<file path="src/rtl/nco_pkg.sv">
package nco_pkg;
    localparam int unsigned NCO_DW      = 32;
    localparam int unsigned NCO_AW      = 3;
    localparam int unsigned NCO_LFSR_W  = 11;
    localparam int unsigned NCO_FINE_W  = 2;
    localparam int unsigned NCO_TAIL_W  = 5;
    localparam int unsigned NCO_LEN_W   = 13;
    localparam int unsigned NCO_MIN_CRS = 2;
    localparam logic [NCO_LFSR_W-1:0] NCO_TAPS = 11'h500;

    typedef enum logic [NCO_AW-1:0] {
        IDX_CTRL    = 3'd0,
        IDX_DIV     = 3'd1,
        IDX_STEP_LO = 3'd2,
        IDX_STEP_HI = 3'd3,
        IDX_SEED    = 3'd4
    } reg_idx_e;

    typedef struct packed {
        logic                  en;
        logic [NCO_LFSR_W-1:0] coarse;
        logic [NCO_FINE_W-1:0] fine;
        logic [NCO_DW-1:0]     step_lo;
        logic [NCO_DW-1:0]     step_hi;
        logic [NCO_DW-1:0]     seed;
    } nco_cfg_t;
endpackage

</file>
<file path="src/rtl/nco_regs.sv">
module nco_regs
    import nco_pkg::*;
(
    input  logic              clk,
    input  logic              rst_n,
    input  logic              reg_we,
    input  logic [NCO_AW-1:0] reg_addr,
    input  logic [NCO_DW-1:0] reg_wdata,
    output logic [NCO_DW-1:0] reg_rdata,
    output nco_cfg_t          cfg
);
    localparam int unsigned DIV_W = NCO_LFSR_W + NCO_FINE_W;
    localparam logic [NCO_DW-1:0] SEED_RST = NCO_DW'(1) << (NCO_DW - 1);

    nco_cfg_t cfg_d, cfg_q;

    always_comb begin
        cfg_d = cfg_q;
        if (reg_we) begin
            case (reg_addr)
                IDX_CTRL:    cfg_d.en = reg_wdata[NCO_DW-1];
                IDX_DIV: begin
                    cfg_d.coarse = reg_wdata[NCO_FINE_W +: NCO_LFSR_W];
                    cfg_d.fine   = reg_wdata[NCO_FINE_W-1:0];
                end
                IDX_STEP_LO: cfg_d.step_lo = reg_wdata;
                IDX_STEP_HI: cfg_d.step_hi = reg_wdata;
                IDX_SEED:    cfg_d.seed    = reg_wdata;
                default:     cfg_d = cfg_q;
            endcase
        end
    end

    always_comb begin
        reg_rdata = '0;
        case (reg_addr)
            IDX_CTRL:    reg_rdata[NCO_DW-1]  = cfg_q.en;
            IDX_DIV:     reg_rdata[DIV_W-1:0] = {cfg_q.coarse, cfg_q.fine};
            IDX_STEP_LO: reg_rdata = cfg_q.step_lo;
            IDX_STEP_HI: reg_rdata = cfg_q.step_hi;
            IDX_SEED:    reg_rdata = cfg_q.seed;
            default:     reg_rdata = '0;
        endcase
    end

    always_ff @(posedge clk) begin
        if (!rst_n) begin
            cfg_q         <= '0;
            cfg_q.seed    <= SEED_RST;
        end else begin
            cfg_q <= cfg_d;
        end
    end

    assign cfg = cfg_q;
endmodule

</file>
<file path="src/rtl/nco_phase_acc.sv">
module nco_phase_acc #(
    parameter int unsigned ACC_W = 32
) (
    input  logic             clk,
    input  logic             rst_n,
    input  logic             start,
    input  logic             advance,
    input  logic [ACC_W-1:0] step_lo,
    input  logic [ACC_W-1:0] step_hi,
    input  logic [ACC_W-1:0] seed,
    output logic [ACC_W-1:0] acc,
    output logic             top_next
);
    logic [ACC_W-1:0] acc_d, acc_q;

    always_comb begin
        acc_d = acc_q;
        if (start) begin
            acc_d = seed;
        end else if (advance) begin
            acc_d = acc_q + (acc_q[ACC_W-1] ? step_hi : step_lo);
        end
        top_next = acc_d[ACC_W-1];
    end

    always_ff @(posedge clk) begin
        if (!rst_n) acc_q <= '0;
        else        acc_q <= acc_d;
    end

    assign acc = acc_q;
endmodule

</file>
<file path="src/rtl/nco_period.sv">
module nco_period #(
    parameter int unsigned            LW      = 11,
    parameter int unsigned            FW      = 2,
    parameter int unsigned            TW      = 5,
    parameter int unsigned            MIN_CRS = 2,
    parameter logic [LW-1:0]          TAPS    = 11'h500
) (
    input  logic          clk,
    input  logic          rst_n,
    input  logic          en,
    input  logic [LW-1:0] code,
    input  logic [FW-1:0] fine,
    input  logic          top_next,
    output logic          start,
    output logic          period_end
);
    localparam int unsigned   BASE_SHORT = 4 * MIN_CRS;
    localparam int unsigned   BASE_LONG  = 4 * (MIN_CRS + 1);
    localparam logic [LW-1:0] ONES       = '1;
    localparam logic [TW-1:0] TWO        = TW'(2);

    typedef struct packed {
        logic          run;
        logic          in_lfsr;
        logic          half;
        logic [LW-1:0] lfsr;
        logic [TW-1:0] tail;
    } st_t;

    st_t st_d, st_q;

    function automatic logic [LW-1:0] lfsr_step(input logic [LW-1:0] s);
        return s[0] ? ((s >> 1) ^ TAPS) : (s >> 1);
    endfunction

    function automatic st_t load_period(input logic [LW-1:0] c, input logic [FW-1:0] f,
                                        input logic top, input logic owe);
        st_t s;
        logic [TW-1:0] base;
        s         = '0;
        s.run     = 1'b1;
        base      = (c == '0) ? TW'(BASE_SHORT) : TW'(BASE_LONG);
        s.tail    = base + TW'(f) + TW'(top) - TW'(owe);
        s.lfsr    = c;
        s.in_lfsr = (c != '0) && (c != ONES);
        return s;
    endfunction

    always_comb begin
        logic [LW-1:0] nxt;
        nxt        = lfsr_step(st_q.lfsr);
        start      = en && !st_q.run;
        period_end = en && st_q.run && !st_q.in_lfsr && (st_q.tail <= TWO);
        st_d       = st_q;
        if (!en) begin
            st_d.run = 1'b0;
        end else if (start) begin
            st_d = load_period(code, fine, top_next, 1'b0);
        end else if (st_q.in_lfsr) begin
            st_d.half = !st_q.half;
            if (st_q.half) begin
                st_d.lfsr = nxt;
                if (nxt == ONES) st_d.in_lfsr = 1'b0;
            end
        end else if (period_end) begin
            st_d = load_period(code, fine, top_next, st_q.tail == TW'(1));
        end else begin
            st_d.tail = st_q.tail - TWO;
        end
    end

    always_ff @(posedge clk) begin
        if (!rst_n) st_q <= '0;
        else        st_q <= st_d;
    end
endmodule

</file>
<file path="src/rtl/nco_clkgen.sv">
module nco_clkgen #(
    parameter int unsigned LEN_W = 13
) (
    input  logic clk,
    input  logic rst_n,
    input  logic en,
    input  logic start,
    input  logic period_end,
    output logic nco_clk,
    output logic nco_tick
);
    typedef struct packed {
        logic [LEN_W-1:0] cyc;
        logic [LEN_W-1:0] len;
        logic             hi;
        logic             tick;
    } cg_t;

    cg_t cg_d, cg_q;

    always_comb begin
        cg_d      = cg_q;
        cg_d.tick = 1'b0;
        if (!en) begin
            cg_d.hi = 1'b0;
        end else if (start) begin
            cg_d.cyc = '0;
            cg_d.len = '0;
            cg_d.hi  = 1'b0;
        end else begin
            if (period_end) begin
                cg_d.len  = cg_q.cyc + LEN_W'(1);
                cg_d.cyc  = '0;
                cg_d.tick = 1'b1;
            end else begin
                cg_d.cyc = cg_q.cyc + LEN_W'(1);
            end
            cg_d.hi = cg_d.cyc < (cg_d.len >> 1);
        end
    end

    always_ff @(posedge clk) begin
        if (!rst_n) cg_q <= '0;
        else        cg_q <= cg_d;
    end

    assign nco_clk  = cg_q.hi;
    assign nco_tick = cg_q.tick;
endmodule

</file>
<file path="src/rtl/nco_divider.sv">
module nco_divider
    import nco_pkg::*;
(
    input  logic              clk,
    input  logic              rst_n,
    input  logic              reg_we,
    input  logic [NCO_AW-1:0] reg_addr,
    input  logic [NCO_DW-1:0] reg_wdata,
    output logic [NCO_DW-1:0] reg_rdata,
    output logic              nco_clk,
    output logic              nco_tick
);
    nco_cfg_t          cfg;
    logic              en_q;
    logic              run_start;
    logic              period_end;
    logic              top_next;
    logic [NCO_DW-1:0] acc_q;

    nco_regs u_regs (
        .clk       (clk),
        .rst_n     (rst_n),
        .reg_we    (reg_we),
        .reg_addr  (reg_addr),
        .reg_wdata (reg_wdata),
        .reg_rdata (reg_rdata),
        .cfg       (cfg)
    );

    assign en_q = cfg.en;

    nco_phase_acc #(.ACC_W(NCO_DW)) u_acc (
        .clk      (clk),
        .rst_n    (rst_n),
        .start    (run_start),
        .advance  (period_end),
        .step_lo  (cfg.step_lo),
        .step_hi  (cfg.step_hi),
        .seed     (cfg.seed),
        .acc      (acc_q),
        .top_next (top_next)
    );

    nco_period #(
        .LW      (NCO_LFSR_W),
        .FW      (NCO_FINE_W),
        .TW      (NCO_TAIL_W),
        .MIN_CRS (NCO_MIN_CRS),
        .TAPS    (NCO_TAPS)
    ) u_period (
        .clk        (clk),
        .rst_n      (rst_n),
        .en         (en_q),
        .code       (cfg.coarse),
        .fine       (cfg.fine),
        .top_next   (top_next),
        .start      (run_start),
        .period_end (period_end)
    );

    nco_clkgen #(.LEN_W(NCO_LEN_W)) u_clkgen (
        .clk        (clk),
        .rst_n      (rst_n),
        .en         (en_q),
        .start      (run_start),
        .period_end (period_end),
        .nco_clk    (nco_clk),
        .nco_tick   (nco_tick)
    );
endmodule

</file>
<file path="config.mk">
export PLATFORM = sky130hd
export DESIGN_NAME = nco_divider
export DESIGN_NICKNAME = d
export VERILOG_FILES = /design/src/rtl/nco_pkg.sv /design/src/rtl/nco_regs.sv /design/src/rtl/nco_phase_acc.sv /design/src/rtl/nco_period.sv /design/src/rtl/nco_clkgen.sv /design/src/rtl/nco_divider.sv
export SDC_FILE = /design/constraint.sdc
export NUM_CORES = 1
export LEC_CHECK = 0
export ABC_AREA = 1
export BUFFER_PORTS_ARGS = -buffer_cell sky130_fd_sc_hd__buf_4
export CAP_MARGIN = 0
export CORE_MARGIN = 3
export CORE_UTILIZATION = 60
export CTS_CLUSTER_SIZE = 30
export DETAILED_ROUTE_END_ITERATION = 8
export PLACE_DENSITY = 0.75
export SLEW_MARGIN = 20
export SYNTH_ARGS = -nofsm -noshare
export SYNTH_HDL_FRONTEND = slang
export SYNTH_HIERARCHICAL = 1
export SYNTH_SLANG_ARGS = --single-unit
</file>
<file path="constraint.sdc">
create_clock -name clk -period 4.35 [get_ports clk]
set_clock_uncertainty 0.05 [all_clocks]
set_input_delay 0.6525 -clock clk [delete_from_list [all_inputs] [get_ports clk]]
set_output_delay 0.6525 -clock clk [all_outputs]
set_load 0.02 [all_outputs]
</file>
# Word level (Yosys, flattened, before mapping)
# Index checks and enable logic that the tools add are counted.
# word_totals
word_cells	86
inputBits	38
reg_bits	188
output_inout_bits	34
# op_classes
order_cmp	2
eq_ne	9
bitwise_logic	3
mux	25
n_reduce_logical	24
addsub	6
# ops
cell	n
$mux W32	3
$mux W13	7
$pmux W18 S3	1
$pmux W13 S4	1
$add A32 B32 Y32	1
$mux W27	1
$mux W11	2
$mux W19	1
$reduce_and A2 Y1	9
$mux W14	1
$add A13 B1 Y13 const B	1
$lt A13 B12 Y1	1
$eq A11 B11 Y1 const B	1
$logic_not A11 Y1	1
$ne A11 B11 Y1 const B	1
$reduce_bool A11 Y1	1
$mux W5	2
$eq A3 B2 Y1 const B	2
$add A5 B1 Y5	1
$add A5 B2 Y5	1
$eq A5 B1 Y1 const B	1
$le A5 B2 Y1 const B	1
$logic_and A1 B1 Y1	5
$sub A5 B1 Y5	1
other kinds (16)	22

# Depth between registers and ports, before layout
# Gate-level depths: netlist of the first run.
# depth
word_depth	10
mapped_depth	31
depth_no_buf	29

# Cells and area by module
# Netlist of the first run, hierarchy kept.
# by_module_without_submodules
module	seq_area_each_um2	area_per_inst_um2	instances	cells_per_inst
nco_regs	2202.1	5660.4	1	898
nco_phase_acc	640.6	4187.8	1	768
nco_clkgen	540.5	1590.3	1	221
nco_period	380.4	1331.3	1	200

# Least setup slack after synthesis of the first run
# OpenSTA, ideal clock, no wires.
# synth_timing
kind	register to register
start	register u_acc.acc_q[31] (netlist: u_acc/acc[31])
end	register u_period/st_q[3] (netlist bit)
required_time_ns	4.230
path_stages_with_launch	28
t_arrival_ns	3.275
setup_slack_ns	0.955
n_path_buf	1
synth_period_minus_slack_ns	3.395
setup_time_ns	0.070
cell_sequence	dfxtp_1 -> clkbuf_1 -> inv_1 -> or2_2 -> o21ai_0 -> inv_1 -> ha_1 -> nand2_1 -> nand2_1 -> nand3_2 -> nand2_2 -> nand2_2 -> nand2_2 -> nand2_2 -> nand2_1 -> nand2_1 -> nand3_2 -> nand2_1 -> ha_1 -> ha_1 -> ha_1 -> nor2_1 -> nand2_1 -> nand3_1 -> nand2_1 -> o21ai_0 -> nand2_1 -> a21oi_1
# synth_via
elab_chain_len	9
# synth_rtl
item	line_no	text
start: declaration	nco_phase_acc.sv:14	logic [ACC_W-1:0] acc_d, acc_q;
start signal: assignment	nco_phase_acc.sv:27	if (!rst_n) acc_q <= '0;
start signal: assignment	nco_phase_acc.sv:28	else acc_q <= acc_d;
$mux W32	nco_phase_acc.sv:21	acc_d = acc_q + (acc_q[ACC_W-1] ? step_hi : step_lo);
$add A32 B32 Y32	nco_phase_acc.sv:21	
$mux W32 *	nco_phase_acc.sv:20	end else if (advance) begin
$mux W32 *	nco_phase_acc.sv:18	if (start) begin
via top_next	nco_divider.sv:17	logic top_next;
$add A5 B1 Y5 *	nco_period.sv:43	s.tail = base + TW'(f) + TW'(top) - TW'(owe);
$sub A5 B1 Y5	nco_period.sv:43	
$mux W5	nco_period.sv:65	end else if (period_end) begin
$mux W5	nco_period.sv:59	end else if (st_q.in_lfsr) begin
$mux W19 *	nco_period.sv:57	end else if (start) begin
end signal: assignment	nco_period.sv:74	else st_q <= st_d;
end: declaration	nco_period.sv:30	st_t st_d, st_q;
# Mark *: on every way through the listed nets, which the timed path passes. The rest lies on a longest branch. The select of a mux whose other input is x is not followed.
# A chain may end at the register's enable or synchronous reset.

# Final worst setup path of the first run
# Ends and elaborated chain as after synthesis.

==> reports/metrics.cfg, run 1 <==
[logic_synthesis]
synth-edff-count = 0
synth_nets = 2175
postSynthCellCount = 2087
synth_seq_cells = 188
synth_ff_type = dfxtp_1
yosys.area.top_type_share_pct = 29.5
ys.warnings.count = 6
avgSynthCellArea_sq_um = 6.12
yosys.cell_types.count = 50
synth-async-reset-ratio_pct = 0
ys_seq_area_share_pct = 29.5
synth.top_cells.by_area = dfxtp_1, nand2_1, inv_1
yosys.area.top_type = dfxtp_1
syn_area_sq_um = 12800

[sta]
fin_setup_tns_ns = 0
holdWs_ns = 0.384
finalCritPeriodShare_pct = 88.3
slew_violations = 0
setup_viol = 0
period_minus_slack_ns = 3.84
max_slew.worst_pin.slew_ns = 0.935
clock.fmax_mhz = 260
timing.slew.headroom_pct = 37.5
grt_setup_unrepaired = false
hold_viol_final = 0

[drt]
wirelength_microns = 36300
dr.first_iter.drc_count = 1083
ant_nets = 0
drcViolationCount = 0
avgViaCountPerCell = 5.42
wl_per_cell_microns = 15.2
drtPass1Iterations = 6
via_count = 12915

[floorplan]
die_y_microns = 152
initial_core_util_pct = 62.1
design.core.area_sq_um = 20600
io_pins = 72
die_area_sq_um = 23100
die_w_microns = 152
rows = 52

[clock_tree]
cts_hold_buffers = 0
cts_tree = yes
clock_path_buffers = 2
clock_latency_ns = 0.45
post_cts_resized = 0
htreeDepth = 4
clock-sinks = 188
clk_pin_slew_worst_paths_ns = 0.08
post_cts_buffers = 0
clock-root-buffer = clkbuf_16
numCtsBuffers = 17

[pwr]
clockPowerShare_pct = 40.9
finalPower_mw = 3.77
sw_frac_of_total_pct = 29.1
irDropWorstVdd_uv = 278
leakage_nw = 6.98
comb_power_share_pct = 11.2
intPower_mw = 2.67
pwr_density_cell_nw_per_um2 = 273
power_switching_mw = 1.10
p_seq_share_pct = 47.9

[cells_and_area]
layout.nets = 2190
syn2layout_area_growth_pct = 8.35
multi_input_area_sq_um = 7270
seqCellArea_sq_um = 3760
n_fill_cell = 1937
diodes = 0
drive_above_1_share_pct = 10.9

[setup_path]
path_class = register to register
cp-start-kind = register
cp.arrival_ns = 4.16
end_kind = register
reg2reg_setup_slack_ns = 0.51
worstPathMaxFanout = 17
crit_required_ns = 4.67
r2r-start = u_acc/acc[31]
r2r_end = u_period/st_q[3]
r2r_cells = 27

[placement]
portBuffers = 71
hpwl_microns = 26400
place_congestion = 0.941

[min_path]
min_delay_path_depth = 3
hold_end = u_regs/cfg[23]
hold_path_class = input pin to register
min-delay-start = reg_wdata[23]

[grt]
overflow = 0
grt_pass1_wl_microns = 59700
grt_pass1_vias = 11871
antenna_found_initial = 0
grt_max_degree = 71
grtUsageTotal_pct = 30.8

[run_status]
outcome = complete, no violations

[job]
timing.max_cap.violations = 0

## layout by cell type (no fill, tap or decap), types with 24 or more instances in the layout
cell / instances
a22oi_1: 24
a21oi_1: 63
buf_4: 86
nand2_1: 663
nand3_1: 143
o21ai_0: 46
nand4_1: 73
inv_1: 311
dfxtp_1: 188
nand2_2: 29
ha_1: 49
nor2_1: 253
## cell families after synthesis
group,synth area share [%]
adders and majority gates,4.96
xor gates and xnor gates,0.686
buffers and inverters,13.7
DFF,29.5
AOI/OAI and AO/OA,8.91
and+or+nand+nor,42.3
## worst max-delay path: stages, from the launching register on
cell	delay [ns]
dfxtp_1	0.35
inv_1	0.06
buf_4	0.20
or2_2	0.28
o21ai_0	0.14
inv_1	0.09
ha_1	0.30
nand2_1	0.07
nand2_1	0.11
nand3_2	0.08
nand2_2	0.09
nand2_2	0.05
nand2_2	0.10
nand2_2	0.07
nand2_1	0.06
nand2_1	0.06
nand3_2	0.08
nand2_1	0.09
ha_1	0.24
ha_1	0.19
ha_1	0.33
nor2_1	0.11
nand2_1	0.08
nand3_1	0.09
nand2_1	0.05
o21ai_0	0.18
nand2_1	0.08
a21oi_1	0.12
## through the flow
step / cell area [sq um] / util [%] / std cells / worst slack [ns]
6_report: 13800 / 67.3 / 2385 / 0.510
5_1_grt: 13800 / 67.3 / 2385 / 0.149
4_1_cts: 13800 / 67.3 / 2385 / 0.522
3_5_place_dp: 13300 / 64.5 / 2353 / 0.544
3_3_place_gp: 13300 / 64.5 / 2353 / 0.641
2_1_floorplan: 12800 / - / 2087 / 0.955
## synthesized netlist by cell type (8+ instances only)
cell type and n:
clkbuf_1 35, o21ai_1 15, a21oi_2 9, nand2_2 29
buf_2 28, o22ai_1 10, ha_1 49, nor2_2 12
nand3_1 143, or2_2 8, nand3_2 15, a21oi_1 63
a22oi_1 24, dfxtp_1 188, inv_2 12, nand2_1 663
a31oi_1 8, nand4_1 73, nor2_1 254, o21ai_0 46
buf_6 15, inv_1 311
## metal layers
metal  up-vias  global-route usage (%)  share of wire, %
met2       492                    47.6                44
met1      5832                    45.1                47
met3        48                    4.84               7.5
met4         0                    7.49               1.6
li1       6543                       -                 -
met5         -                       0                 0
## power by group through the flow
stage          clock network (mW)  registers (mW)  logic (mW)
6_report                     1.54            1.81       0.422
5_1_grt                      1.63            1.81       0.470
4_1_cts                      1.56            1.81       0.415
3_5_place_dp                    0            1.85       0.413
3_3_place_gp                    0            1.85       0.408
2_1_floorplan                   0            1.83       0.305
## sequential cells by signal, indices dropped and copies added (netlist names)
signal,cells
u_clkgen/nco_tick,1
u_clkgen/cg_q,25
u_period/st_q,19
u_acc/acc,32
u_clkgen/nco_clk,1
u_regs/cfg,110
## worst max path at each step
stage	endpoint	from	cells after the start
finish	u_period/st_q[3]	u_acc/acc[31]	27
global route	u_period/st_q[4]	u_acc/acc[31]	29
CTS	u_period/st_q[3]	u_acc/acc[31]	27
detailed placement	u_period/st_q[3]	u_acc/acc[31]	27
global placement	u_period/st_q[3]	u_acc/acc[31]	27
floorplan	u_period/st_q[3]	u_acc/acc[31]	27
## layout make-up
class                      instances  share of cell area [%]
clock inverter                    13                   0.922
timing repair buffer              87                    4.81
clock buffer                      19                    3.20
sequential                       188                    27.2
multi-input combinational       1482                    52.5
inverter                         326                    8.89
tap                              270                    2.44
No activity file was read; power rests on OpenSTA's default activity.
==> run 2: changes to the inputs <==
--- a/config.mk
+++ b/config.mk
@@ -5,7 +5,6 @@
 export SDC_FILE = /design/constraint.sdc
 export NUM_CORES = 1
 export LEC_CHECK = 0
-export ABC_AREA = 1
 export BUFFER_PORTS_ARGS = -buffer_cell sky130_fd_sc_hd__buf_4
 export CAP_MARGIN = 0
 export CORE_MARGIN = 3
==> run 2 against run 1 <==
Against the previous run:
- largest power group unchanged
- critical endpoint is now u_period/st_q[4]
- routed wire length decreased by 23%
- cell count decreased by 35%
- first-iteration DRC count decreased by 15%
- critical path type unchanged
- sequential power about the same
- flip-flop and latch count unchanged
- global-route usage decreased by 3.0 points
==> reports/metrics.cfg, run 2 <==
[run_status]
outcome = complete, no violations

[pwr]
comb_power_share_pct = 7.8  ; -3.4 points
finalPower_mw = 3.60  ; -4.5%
power_switching_uw = 937  ; -15%
sw_frac_of_total_pct = 26.0  ; -3.1 points
pwr_density_cell_nw_per_um2 = 298  ; +9.3%
clockPowerShare_pct = 42.8  ; +1.9 points
intPower_mw = 2.66  ; -0.34%
p_seq_share_pct = 49.4  ; +1.5 points
irDropWorstVdd_uv = 288  ; +3.7%
leakage_nw = 4.68  ; -33%

[cells_and_area]
diodes = 0  ; unchanged
syn2layout_area_growth_pct = 11.6
layout_common_cells = dfxtp_1, o21ai_0, nand3_1
layout.nets = 1398  ; -36%
layout_commonest_cell = dfxtp_1
drive_above_1_share_pct = 18.8  ; +7.9 points
largest_reg_flops = 110  ; unchanged
fin_cells = 1547  ; -35%

[logic_synthesis]
yosys.cell_types.count = 103  ; +110%
syn_area_sq_um = 10800  ; -15%
yosys.area.top_type_share_pct = 34.7  ; +5.3 points
synth_nets = 1368  ; -37%
synth-async-reset-ratio_pct = 0  ; unchanged
synth-edff-count = 0  ; unchanged
synth_seq_cells = 188  ; unchanged
synth_ff_type = dfxtp_1
ys.warnings.count = 6  ; unchanged
yosys.area.top_type = dfxtp_1
postSynthCellCount = 1280  ; -39%
ys_top_cells_by_count = dfxtp_1, o21ai_0, nand3_1
avgSynthCellArea_sq_um = 8.46  ; +38%
yosysMostFrequentCell = dfxtp_1
synth.top_cells.by_area = dfxtp_1, o21ai_0, nand3_1
ys_seq_area_share_pct = 34.7  ; +5.3 points

[sta]
finalCritPeriodShare_pct = 96.5  ; +8.2 points
timing.slew.headroom_pct = 31.0  ; -6.4 points
holdWs_ns = 0.400  ; +0.0154 ns
clock.fmax_mhz = 238  ; -8.5%
period_minus_slack_ns = 4.20  ; +0.355 ns
max_slew.worst_pin.slew_ns = 1.03  ; +0.0937 ns
fin_setup_tns_ns = 0  ; unchanged
setup_viol = 0  ; unchanged
hold_viol_final = 0  ; unchanged
slew_violations = 0  ; unchanged

[clock_tree]
numCtsBuffers = 17  ; unchanged
clock-sinks = 188  ; unchanged
htreeDepth = 4  ; unchanged
cts_tree = yes
clock_path_buffers = 2  ; unchanged
clk_pin_slew_worst_paths_ns = 0.07  ; about the same
clock-root-buffer = clkbuf_16
cts_hold_buffers = 0  ; unchanged
clock_latency_ns = 0.44  ; about the same

[setup_path]
cp.arrival_ns = 4.50  ; +0.34 ns
cp-start-kind = register
reg2reg_setup_slack_ns = 0.15  ; -0.36 ns
path_class = register to register
r2r_end = u_period/st_q[4]
r2r-start = u_acc/acc[31]
r2r_cells = 19  ; -30%
end_kind = register
worstPathMaxFanout = 14  ; -3
crit_required_ns = 4.66  ; about the same

[drt]
wirelength_microns = 28000  ; -23%
avgViaCountPerCell = 6.34  ; +17%
drtPass1Iterations = 5  ; -1
dr.first_iter.drc_count = 922  ; -15%
ant_nets = 0  ; unchanged
drcViolationCount = 0  ; unchanged
via_count = 9802  ; -24%
wl_per_cell_microns = 18.1  ; +19%

[floorplan]
io_pins = 72  ; unchanged
initial_core_util_pct = 62.0  ; -0.12 points
design.core.area_sq_um = 17500  ; -15%
die_area_sq_um = 19700  ; -15%
die_y_microns = 140  ; -7.6%
die_w_microns = 140  ; -7.6%
rows = 48  ; -7.7%

[grt]
grt_max_degree = 93  ; +31%
grtUsageTotal_pct = 27.8  ; -3.0 points
grt_pass1_wl_microns = 45700  ; -23%
overflow = 0  ; unchanged
antenna_found_initial = 0  ; unchanged
grt_pass1_vias = 9074  ; -24%

[placement]
place_congestion = 0.933  ; -0.91%
portBuffers = 71  ; unchanged
hpwl_microns = 19000  ; -28%
place_inst = 1513  ; -36%

[min_path]
min_delay_path_depth = 2  ; -1
hold_path_class = register to register
hold_end = u_clkgen/cg_q[13]
min-delay-start = u_clkgen/cg_q[13]

[job]
timing.max_cap.violations = 0  ; unchanged

[run 2: power by group through the flow]
stage                     Sequential (mW)  Combinational, mW  Clock [mW]
after CTS                            1.78              0.273        1.56
final                                1.78              0.281        1.54
after global routing                 1.78              0.308        1.63
after floorplan                      1.81              0.194           0
after detailed placement             1.82              0.271           0
after global placement               1.82              0.268           0
[run 2: what timing repair did]
action | 4_1_cts | 5_1_grt
gates cloned | 0 | 0
setup buffers | 0 | 3
pin swaps | 0 | 8
endpoints found under the setup margin | 4 | 4
resized for setup | 2 | 24
endpoints found under the hold margin | 0 | 0
[run 2: worst max path at each step]
stage	startpoint	to	slack, ns	cells past startpoint
2_1_floorplan	u_acc/acc[31]	u_period/st_q[1]	0.04	20
3_3_place_gp	u_acc/acc[31]	u_period/st_q[2]	0.11	18
3_5_place_dp	u_acc/acc[31]	u_period/st_q[2]	0.02	18
4_1_cts	u_acc/acc[31]	u_period/st_q[4]	0.01	20
5_1_grt	u_acc/acc[31]	u_period/st_q[4]	-0.09	19
6_report	u_acc/acc[31]	u_period/st_q[4]	0.15	19
[run 2: worst max-delay path, stage by stage (launching register included)]
cell and delay, ns:
dfxtp_4 0.38, buf_12 0.16, mux2_2 0.35, ha_1 0.35, a21oi_2 0.19, o21ai_1 0.11
a221o_1 0.39, nand2b_1 0.08, a21oi_1 0.08, a41oi_2 0.21, a311oi_2 0.14, or2_1 0.27
ha_2 0.20, ha_1 0.29, inv_1 0.08, ha_2 0.18, nor2b_4 0.16, nand2_1 0.08
xor2_1 0.16, a211oi_2 0.20
[run 2: final cells by class]
type | count | area [sq um]
inverters | 21 | 78.8
well taps | 225 | 282
multi-input cells | 979 | 6580
clock inverters | 14 | 154
repair buffers | 103 | 802
clock buffers | 17 | 425
flip-flops and latches | 188 | 3770
fillers | 1445 | 5390
[run 2: cells by family after synthesis]
| group | Yosys count | synth area share, % |
|---|---|---|
| compound gates | 433 | 25.9 |
| xor+xnor | 42 | 3.40 |
| flops | 188 | 34.7 |
| simple gates | 396 | 19.0 |
| fa+ha+maj | 50 | 5.84 |
| buf+inv | 113 | 5.37 |
| mux | 58 | 5.75 |
[run 2: through the flow]
step	area (sq um)	util [%]	setup slack, ns
final	12100	69.2	0.154
after CTS	12000	68.5	0.00958
after global placement	11400	65.2	0.110
after floorplan	10800	-	0.0405
after detailed placement	11400	65.2	0.0238
after global routing	12100	69.2	-0.0909
[run 2: metal layers]
| metal | global-route usage (%) | share of wire [%] |
|---|---|---|
| met2 | 44.6 | 46 |
| met1 | 38.4 | 46 |
| met5 | 0 | 0 |
| met4 | 9.13 | 2.1 |
| met3 | 4.40 | 5.2 |
